<file path="src/rtl/rs_pkg.sv">
package rs_pkg;

  typedef enum logic [1:0] {
    PH_Q1 = 2'd0,
    PH_Q2 = 2'd1,
    PH_Q3 = 2'd2,
    PH_Q4 = 2'd3
  } phase_t;

  // Upper fifteen bits of the return opcode; bit 0 is the restore flag.
  localparam logic [14:0] RET_OPC_HI = 15'h0009;

  function automatic logic is_return(input logic [15:0] word);
    return word[15:1] == RET_OPC_HI;
  endfunction

endpackage

</file>
<file path="src/rtl/rs_rst_sync.sv">
module rs_rst_sync #(
  parameter int STAGES = 2
) (
  input  logic clk,
  input  logic arst_n,
  output logic rst_n_sync
);

  logic [STAGES-1:0] sync_q;

  always_ff @(posedge clk or negedge arst_n) begin
    if (!arst_n) sync_q <= '0;
    else         sync_q <= {sync_q[STAGES-2:0], 1'b1};
  end

  assign rst_n_sync = sync_q[STAGES-1];

endmodule

</file>
<file path="src/rtl/rs_seq.sv">
module rs_seq
  import rs_pkg::*;
(
  input  logic        clk,
  input  logic        rst_n,
  input  logic [1:0]  phase,
  input  logic [15:0] instr,
  input  logic        instr_valid,
  output logic        pop_go,
  output logic        pop_s
);

  logic pend_q, pend_d;
  logic flag_q, flag_d;
  logic tail_q, tail_d;
  logic take;

  // Next-state logic: capture in Q1, fire in Q4, then spend one cycle idle.
  always_comb begin
    take   = instr_valid && (phase == PH_Q1) && !tail_q && !pend_q
             && is_return(instr);
    pop_go = pend_q && (phase == PH_Q4);
    pend_d = pend_q;
    flag_d = flag_q;
    tail_d = tail_q;
    if (take) begin
      pend_d = 1'b1;
      flag_d = instr[0];
    end
    if (pop_go) begin
      pend_d = 1'b0;
      tail_d = 1'b1;
    end else if (tail_q && (phase == PH_Q4)) begin
      tail_d = 1'b0;
    end
  end

  always_ff @(posedge clk or negedge rst_n) begin
    if (!rst_n) begin
      pend_q <= 1'b0;
      flag_q <= 1'b0;
      tail_q <= 1'b0;
    end else begin
      pend_q <= pend_d;
      flag_q <= flag_d;
      tail_q <= tail_d;
    end
  end

  assign pop_s = flag_q;

endmodule

</file>
<file path="src/rtl/rs_stack.sv">
module rs_stack #(
  parameter  int AW    = 21,
  parameter  int DEPTH = 31,
  localparam int LW    = $clog2(DEPTH + 1)
) (
  input  logic          clk,
  input  logic          rst_n,
  input  logic          push,
  input  logic [AW-1:0] push_data,
  input  logic          pop,
  output logic [AW-1:0] top,
  output logic [LW-1:0] level,
  output logic          underflow
);

  localparam logic [LW-1:0] FULL_LVL = LW'(DEPTH);

  logic [AW-1:0] mem [DEPTH];
  logic [LW-1:0] level_q, level_d;
  logic          uf_q, uf_d;
  logic          push_ok, pop_ok, is_empty;

  always_comb begin
    is_empty = (level_q == '0);
    push_ok  = push && !pop && (level_q != FULL_LVL);
    pop_ok   = pop && !is_empty;
    level_d  = level_q;
    if (push_ok)     level_d = level_q + 1'b1;
    else if (pop_ok) level_d = level_q - 1'b1;
    uf_d = uf_q | (pop && is_empty);
    top  = is_empty ? '0 : mem[level_q - 1'b1];
  end

  always_ff @(posedge clk or negedge rst_n) begin
    if (!rst_n) begin
      level_q <= '0;
      uf_q    <= 1'b0;
    end else begin
      level_q <= level_d;
      uf_q    <= uf_d;
    end
  end

  // Storage: enable-only flops, read guarded by the level.
  always_ff @(posedge clk) begin
    if (push_ok) mem[level_q] <= push_data;
  end

  assign level     = level_q;
  assign underflow = uf_q;

endmodule

</file>
<file path="src/rtl/rs_shadow.sv">
module rs_shadow #(
  parameter int DW = 8,
  parameter int BW = 4
) (
  input  logic          clk,
  input  logic          rst_n,
  input  logic          snap,
  input  logic [DW-1:0] w_in,
  input  logic [DW-1:0] st_in,
  input  logic [BW-1:0] bsr_in,
  output logic [DW-1:0] w_sh,
  output logic [DW-1:0] st_sh,
  output logic [BW-1:0] bsr_sh
);

  always_ff @(posedge clk or negedge rst_n) begin
    if (!rst_n) begin
      w_sh   <= '0;
      st_sh  <= '0;
      bsr_sh <= '0;
    end else if (snap) begin
      w_sh   <= w_in;
      st_sh  <= st_in;
      bsr_sh <= bsr_in;
    end
  end

endmodule

</file>
<file path="src/rtl/rs_return_unit.sv">
module rs_return_unit
  import rs_pkg::*;
#(
  parameter  int AW    = 21,
  parameter  int DEPTH = 31,
  parameter  int DW    = 8,
  parameter  int BW    = 4,
  localparam int LW    = $clog2(DEPTH + 1)
) (
  input  logic          clk,
  input  logic          arst_n,
  input  logic [1:0]    phase,
  input  logic [15:0]   instr,
  input  logic          instr_valid,
  input  logic          push_req,
  input  logic [AW-1:0] push_addr,
  input  logic [DW-1:0] w_live,
  input  logic [DW-1:0] status_live,
  input  logic [BW-1:0] bsr_live,
  output logic [AW-1:0] pc_next,
  output logic          pc_load,
  output logic [DW-1:0] w_restore,
  output logic          w_we,
  output logic [DW-1:0] status_restore,
  output logic          status_we,
  output logic [BW-1:0] bsr_restore,
  output logic          bsr_we,
  output logic          flush,
  output logic [LW-1:0] stk_level,
  output logic          stk_underflow
);

  logic          rst_n_s;
  logic          pop_go, pop_s, snap;
  logic [AW-1:0] top;
  logic [DW-1:0] w_sh, st_sh;
  logic [BW-1:0] bsr_sh;

  logic [AW-1:0] pc_q, pc_d;
  logic          load_q, load_d;
  logic [DW-1:0] w_q, w_d, st_q, st_d;
  logic [BW-1:0] b_q, b_d;
  logic          we_q, we_d;

  rs_rst_sync #(.STAGES(2)) u_rst (
    .clk        (clk),
    .arst_n     (arst_n),
    .rst_n_sync (rst_n_s)
  );

  rs_seq u_seq (
    .clk         (clk),
    .rst_n       (rst_n_s),
    .phase       (phase),
    .instr       (instr),
    .instr_valid (instr_valid),
    .pop_go      (pop_go),
    .pop_s       (pop_s)
  );

  rs_stack #(.AW(AW), .DEPTH(DEPTH)) u_stack (
    .clk       (clk),
    .rst_n     (rst_n_s),
    .push      (push_req),
    .push_data (push_addr),
    .pop       (pop_go),
    .top       (top),
    .level     (stk_level),
    .underflow (stk_underflow)
  );

  assign snap = push_req && !pop_go;

  rs_shadow #(.DW(DW), .BW(BW)) u_shadow (
    .clk    (clk),
    .rst_n  (rst_n_s),
    .snap   (snap),
    .w_in   (w_live),
    .st_in  (status_live),
    .bsr_in (bsr_live),
    .w_sh   (w_sh),
    .st_sh  (st_sh),
    .bsr_sh (bsr_sh)
  );

  // Output next-state: values hold, strobes default low.
  always_comb begin
    pc_d   = pc_q;
    load_d = 1'b0;
    w_d    = w_q;
    st_d   = st_q;
    b_d    = b_q;
    we_d   = 1'b0;
    if (pop_go) begin
      pc_d   = top;
      load_d = 1'b1;
      if (pop_s) begin
        w_d  = w_sh;
        st_d = st_sh;
        b_d  = bsr_sh;
        we_d = 1'b1;
      end
    end
  end

  always_ff @(posedge clk or negedge rst_n_s) begin
    if (!rst_n_s) begin
      pc_q   <= '0;
      load_q <= 1'b0;
      w_q    <= '0;
      st_q   <= '0;
      b_q    <= '0;
      we_q   <= 1'b0;
    end else begin
      pc_q   <= pc_d;
      load_q <= load_d;
      w_q    <= w_d;
      st_q   <= st_d;
      b_q    <= b_d;
      we_q   <= we_d;
    end
  end

  assign pc_next        = pc_q;
  assign pc_load        = load_q;
  assign flush          = load_q;
  assign w_restore      = w_q;
  assign status_restore = st_q;
  assign bsr_restore    = b_q;
  assign w_we           = we_q;
  assign status_we      = we_q;
  assign bsr_we         = we_q;

endmodule

</file>
<file path="config.mk">
export PLATFORM = sky130hd
export DESIGN_NAME = rs_return_unit
export DESIGN_NICKNAME = d
export VERILOG_FILES = /design/src/rtl/rs_pkg.sv /design/src/rtl/rs_rst_sync.sv /design/src/rtl/rs_seq.sv /design/src/rtl/rs_stack.sv /design/src/rtl/rs_shadow.sv /design/src/rtl/rs_return_unit.sv
export SDC_FILE = /design/constraint.sdc
export NUM_CORES = 1
export LEC_CHECK = 0
export BUFFER_PORTS_ARGS = -buffer_cell sky130_fd_sc_hd__buf_2
export CAP_MARGIN = 20
export CORE_MARGIN = 3
export CORE_UTILIZATION = 25
export DETAILED_ROUTE_END_ITERATION = 8
export GPL_ROUTABILITY_DRIVEN = 0
export HOLD_SLACK_MARGIN = 0.08
export SLEW_MARGIN = 20
export SYNTH_ARGS = -nofsm -noshare
export SYNTH_HDL_FRONTEND = slang
export SYNTH_SLANG_ARGS = --single-unit
</file>
<file path="constraint.sdc">
create_clock -name clk -period 5 [get_ports clk]
set_input_delay 0 -clock clk [delete_from_list [all_inputs] [get_ports clk]]
set_output_delay 0 -clock clk [all_outputs]
set_load 0.005 [all_outputs]
</file>
# Word-level counts from Yosys, hierarchy flattened
# Memory sizes are Yosys's and may differ from the RTL's.
# Cells that the tools add are included.
dict set report word_totals {
  regBits 74
  ram_bits 651
  in_bits 63
  out_inout_bits 52
  word_cells 54
  memories 1
}
# name words word_bits read_ports rd_ports_with_merged_regs wr line_no
set memory_table {}
lappend memory_table {u_stack.mem 31 21 1 0 1 rs_stack.sv:18} ;# logic [AW-1:0] mem [DEPTH];
dict set report op_classes {
  addsub 2
  n_eq_ne 3
  muxes 12
  bitwise 1
  n_reduce_logical 20
}
# cell count
set ops {}
lappend ops {{$mux W21} 1}
lappend ops {{$eq A15 B4 Y1 const B} 1}
lappend ops {{$logic_and A1 B1 Y1} 10}
lappend ops {{$mux W5} 2}
lappend ops {{$mux W1} 9}
lappend ops {{$reduce_bool A2 Y1} 3}
lappend ops {{$add A5 B1 Y5 const B} 1}
lappend ops {{$logic_not A5 Y1} 1}
lappend ops {{$ne A5 B5 Y1 const B} 1}
lappend ops {{$sub A5 B1 Y5 const B} 1}
lappend ops {{$logic_not A1 Y1} 4}
lappend ops {{$eq A2 B2 Y1 const B} 1}
lappend ops {{$logic_not A2 Y1} 1}
lappend ops {{$reduce_and A2 Y1} 1}
lappend ops {{$or A1 B1 Y1} 1}

# Longest topological paths before layout
dict set report logic_depth {
  word_depth 7
  depth_mapped 14
  mapped_depth_nobuf 7
}

# Hierarchy
# Synthesis repeated with hierarchy kept, for this count alone.
dict set report unflattened {
  hier_cells 1394
  area_unflattened_um2 28189.5
}
# mod n_inst cells_each area_each_um2 seq_area_each_um2
set by_module_without_submodules {}
lappend by_module_without_submodules {rs_stack 1 1239 25455.7 19698.9}
lappend by_module_without_submodules {rs_return_unit 1 94 1677.9 1076.0}
lappend by_module_without_submodules {rs_shadow 1 42 823.3 500.5}
lappend by_module_without_submodules {rs_seq 1 16 178.9 75.1}
lappend by_module_without_submodules {rs_rst_sync 1 3 53.8 50.0}

# Least setup slack after synthesis
# Ideal clock, no wire load.
dict set report synth_path {
  path_kind {register to register}
  startpoint {reg u_stack.level_q[1] (netlist: u_stack.level[1])}
  endpoint {mem u_stack.mem[12][0], enable pin}
  setup_time_ns 0.399
  arrival_ns 2.628
  required_ns 4.601
  slack_ns 1.974
  path_stages_with_launch 7
  n_path_buf 0
  period_less_slack_ns 3.026
  path_cell_list {dfrtp_1 -> ha_1 -> and3_1 -> ha_1 -> nor3b_2 -> nand2_1 -> nor2_1}
}
dict set report synth_between {
  elab_chain_cells 4
}
# item line_no
set synth_rtl {}
lappend synth_rtl {{start, declared} rs_stack.sv:19} ;# logic [LW-1:0] level_q, level_d;
lappend synth_rtl {{start signal, assigned} rs_stack.sv:39} ;# level_q <= level_d;
lappend synth_rtl {{$ne A5 B5 Y1} rs_stack.sv:25} ;# push_ok = push && !pop && (level_q != FULL_LVL);
lappend synth_rtl {{$logic_and A1 B1 Y1} rs_stack.sv:25}
lappend synth_rtl {{$mux W1} rs_stack.sv:46} ;# if (push_ok) mem[level_q] <= push_data;
lappend synth_rtl {{$mux W1 (not written as such)} rs_stack.sv:46}
lappend synth_rtl {{end, declared} rs_stack.sv:18}
# Parallel ways exist; a longest one is shown, timed or not.

# Final worst setup path
dict set report layout_path {
  startpoint {reg u_stack.level_q[0] (netlist: u_stack.level[0])}
  endpoint {mem u_stack.mem[12][11], enable pin}
}
# The elaborated chain is that of the path after synthesis.

==> out/results.txt <==
area leader, netlist: edfxtp_1
required time of the critical path: 5.29 ns
global-route wire length before repair: 102,000 µm
HPWL Detailed: 42,300 µm
DP Area: 30,600 µm²
ratio of cells with drive above 1 in the final layout: 31.6%
clk slew on worst S/H paths: 0.07 ns
vias in the first global route: 14,610
most frequent cells in the layout: 651 x edfxtp_1, 147 x mux4_2, 114 x buf_2, 89 x nand2_1, 77 x clkbuf_16
synthesized cell area: 28,000 µm²
Worst Setup End Kind: register
# IOs: 115
Yosys top cell area share: 69.8%
antenna-violating nets left: 0
WHS Endpoint: u_shadow.st_sh[2]
deepest clock path buffer count: 3
relative slew slack: 27.7%
Synth Register Bits: 725
Total Power: 18.6 mW
commonest register cell after synthesis: edfxtp_1
Area Growth Syn to Fin: 20.0%
register area share after synthesis: 76.4%
final worst path period share: 70.6%
Nets: 1,678
Die Y: 341 µm
Hold Path Stages: 3
most frequent CP cell: ha_1
Worst Hold Class: in -> reg
worst skew pair latency: 0.62 ns
Synth async-reset ratio: 10.2%
Worst EP arrival: 3.82 ns
First-pass DRT Iterations: 5
worst IR drop on VDD: 0.555 mV
wire length per cell: 22.1 µm
Setup TNS: 0 ns
critical-path cell list: ha_1, and3_1, ha_1, nor3b_2, nand2_1, nor2_2, buf_4
Max Fanout on Critical Path: 20
antenna violations before repair: 2
Die ar.: 116,000 µm²
max_cap viols: 0
# DRC: 0
Root Buffer: clkbuf_16
final setup violation count: 0
Synth Instances: 1,392
worst slew pin tran: 1.08 ns
worst reg-to-reg setup slack: 1.47 ns
Final Util: 30.3%
pwr dens: 554 nW/µm²
Crit Path Class: reg -> reg
RSZ-0062 raised after global routing: no
CTS tree: done
Final Cell Area: 33,600 µm²
cell count of the worst reg-to-reg path: 7
worst flop-to-flop path startpoint: u_stack.level[0]
EDFF count, synth: 651
max incr delay on CP: 0.64 ns
vias: 14,306
GRT overflow: 0
Slew Viols, Final: 0
Sink Count: 725
syn_area_per_cell: 20.1 µm²
Initial Util: 25.3%
Slowest-stage cell, CP: dfrtp_4
P_leak: 11.2 nW
Final Critical Period: 3.53 ns
core area: 111,000 µm²
post-cts sizing count: 0
Net Count, Synth: 1,461
number of buffers created by CTS: 76
DRT iter0 DRCs: 1,453
Hold Fails Final Rpt: 0
Rows: 122
vias per inst: 4.53
Inst Count DP: 2,963
count of different cell masters after synthesis: 48
largest net degree at the start of global routing: 100
synth top area cells: edfxtp_1 70%, mux4_2 12%, dfrtp_1 6.6%
Max Clock Freq: 0.283 GHz
reg-to-reg endpoint: u_stack.mem[12][11]
synth warn: 0
Finished Layout Cells: 3,160
Die X: 341 µm
final wirelength: 69,900 µm
CP startpoint kind: register
hold_sp: status_live[2]
H-tree depth: 3
total global-route track usage: 11.9%
final setup skew: 0.0184 ns
fillcell total: 10,699
most common cell after layout, fill and taps aside: edfxtp_1
port buffer count: 114
status: completed
## report_power, final
group / internal (mW) / switching [mW] / leakage (nW)
Sequential: 6.96 / 0.207 / 6.83
Combinational: 2.47 / 3.41 / 3.15
Clock: 3.23 / 2.35 / 1.21
Total: 12.7 / 5.97 / 11.2
## area by class of cell
class,instances,area (µm²),share of cell area (%)
antenna,1,2.50,0.00744
clock buffer,93,1990,5.91
clock inverter,47,497,1.48
inverter,4,15.0,0.0446
multi-input combinational,586,6350,18.9
sequential,725,21400,63.6
tap,1488,1860,5.53
timing repair buffer,216,1520,4.53
## how the worst max path moves through the flow
stage                      from             endpoint  slack [ns]  cells past startpoint
4_1_cts        u_stack.level[0]           pc_next[5]        1.38                      5
3_3_place_gp   u_stack.level[0]          pc_next[20]        1.45                      7
6_report       u_stack.level[0]  u_stack.mem[12][11]        1.47                      7
2_1_floorplan  u_stack.level[1]   u_stack.mem[12][0]        1.97                      6
3_5_place_dp   u_stack.level[0]           pc_next[5]        1.41                      5
5_1_grt        u_stack.level[0]          pc_next[15]        1.23                      5
## per-layer routing
metal  up-vias  routed length (µm)  track usage, %
met1      7642               31300            16.8
met4         0                1470            3.14
li1       6071                   -               -
met2       512               31700            18.1
met3        81                5380            3.05
met5         -                   0               0
## metrics by stage
step / setup WS, ns / hold slack (ns)
6_report: 1.47 / 0.164
5_1_grt: 1.23 / 0.146
4_1_cts: 1.38 / 0.130
3_5_place_dp: 1.41 / -0.214
3_3_place_gp: 1.45 / -0.213
2_1_floorplan: 1.97 / -0.296
## worst max-delay path: cells and delay by family, from the launching register on
kind,cells,cell delay (ns)
simple gates,4,1.72
flops,1,0.64
fa+ha+maj,2,0.51
buf+inv,1,0.33
## what timing repair did
| action | in CTS | in global routing |
|---|---|---|
| setup buffers | 0 | 0 |
| hold buffers | 55 | 0 |
| hold endpoints to repair | 674 | 0 |
## state kept, by name (all words and copies together) (netlist names)
name	flops
bsr_we	1
flush	1
u_seq.pend_q	1
u_rst.sync_q	2
u_seq.tail_q	1
u_shadow.bsr_sh	4
u_stack.mem	651
u_stack.underflow	1
w_restore	8
pc_next	21
u_stack.level	5
bsr_restore	4
u_shadow.w_sh	8
u_shadow.st_sh	8
status_restore	8
u_seq.pop_s	1
## cells by family (layout without fill, tap and decap cells)
| family | Yosys count | after routing | synth area share [%] |
|---|---|---|---|
| adder cells (fa/ha/maj) | 6 | 6 | 0.268 |
| XOR/XNOR | 5 | 5 | 0.183 |
| AO/OA/AOI/OAI | 82 | 82 | 2.01 |
| multiplexers | 253 | 253 | 15.9 |
| AND/OR/NAND/NOR | 239 | 239 | 3.83 |
| flip-flops | 725 | 725 | 76.4 |
| other | 1 | 2 | 0.0134 |
| buffers and inverters | 81 | 360 | 1.46 |
## cell usage after synthesis (4+ instances only)
cell type,instances
o21ai_0,4
nand3b_1,4
clkbuf_1,38
mux4_2,147
edfxtp_1,651
buf_4,10
a211oi_1,5
nand2_1,90
nor2_1,58
buf_6,6
buf_1,4
nand3_1,63
mux2_2,62
o211ai_1,20
a22oi_1,21
dfrtp_1,74
mux2i_1,44
buf_2,19
ha_1,6
nor3_1,4
a21oi_1,24
Note: power is estimated with default switching activity, not from simulation.
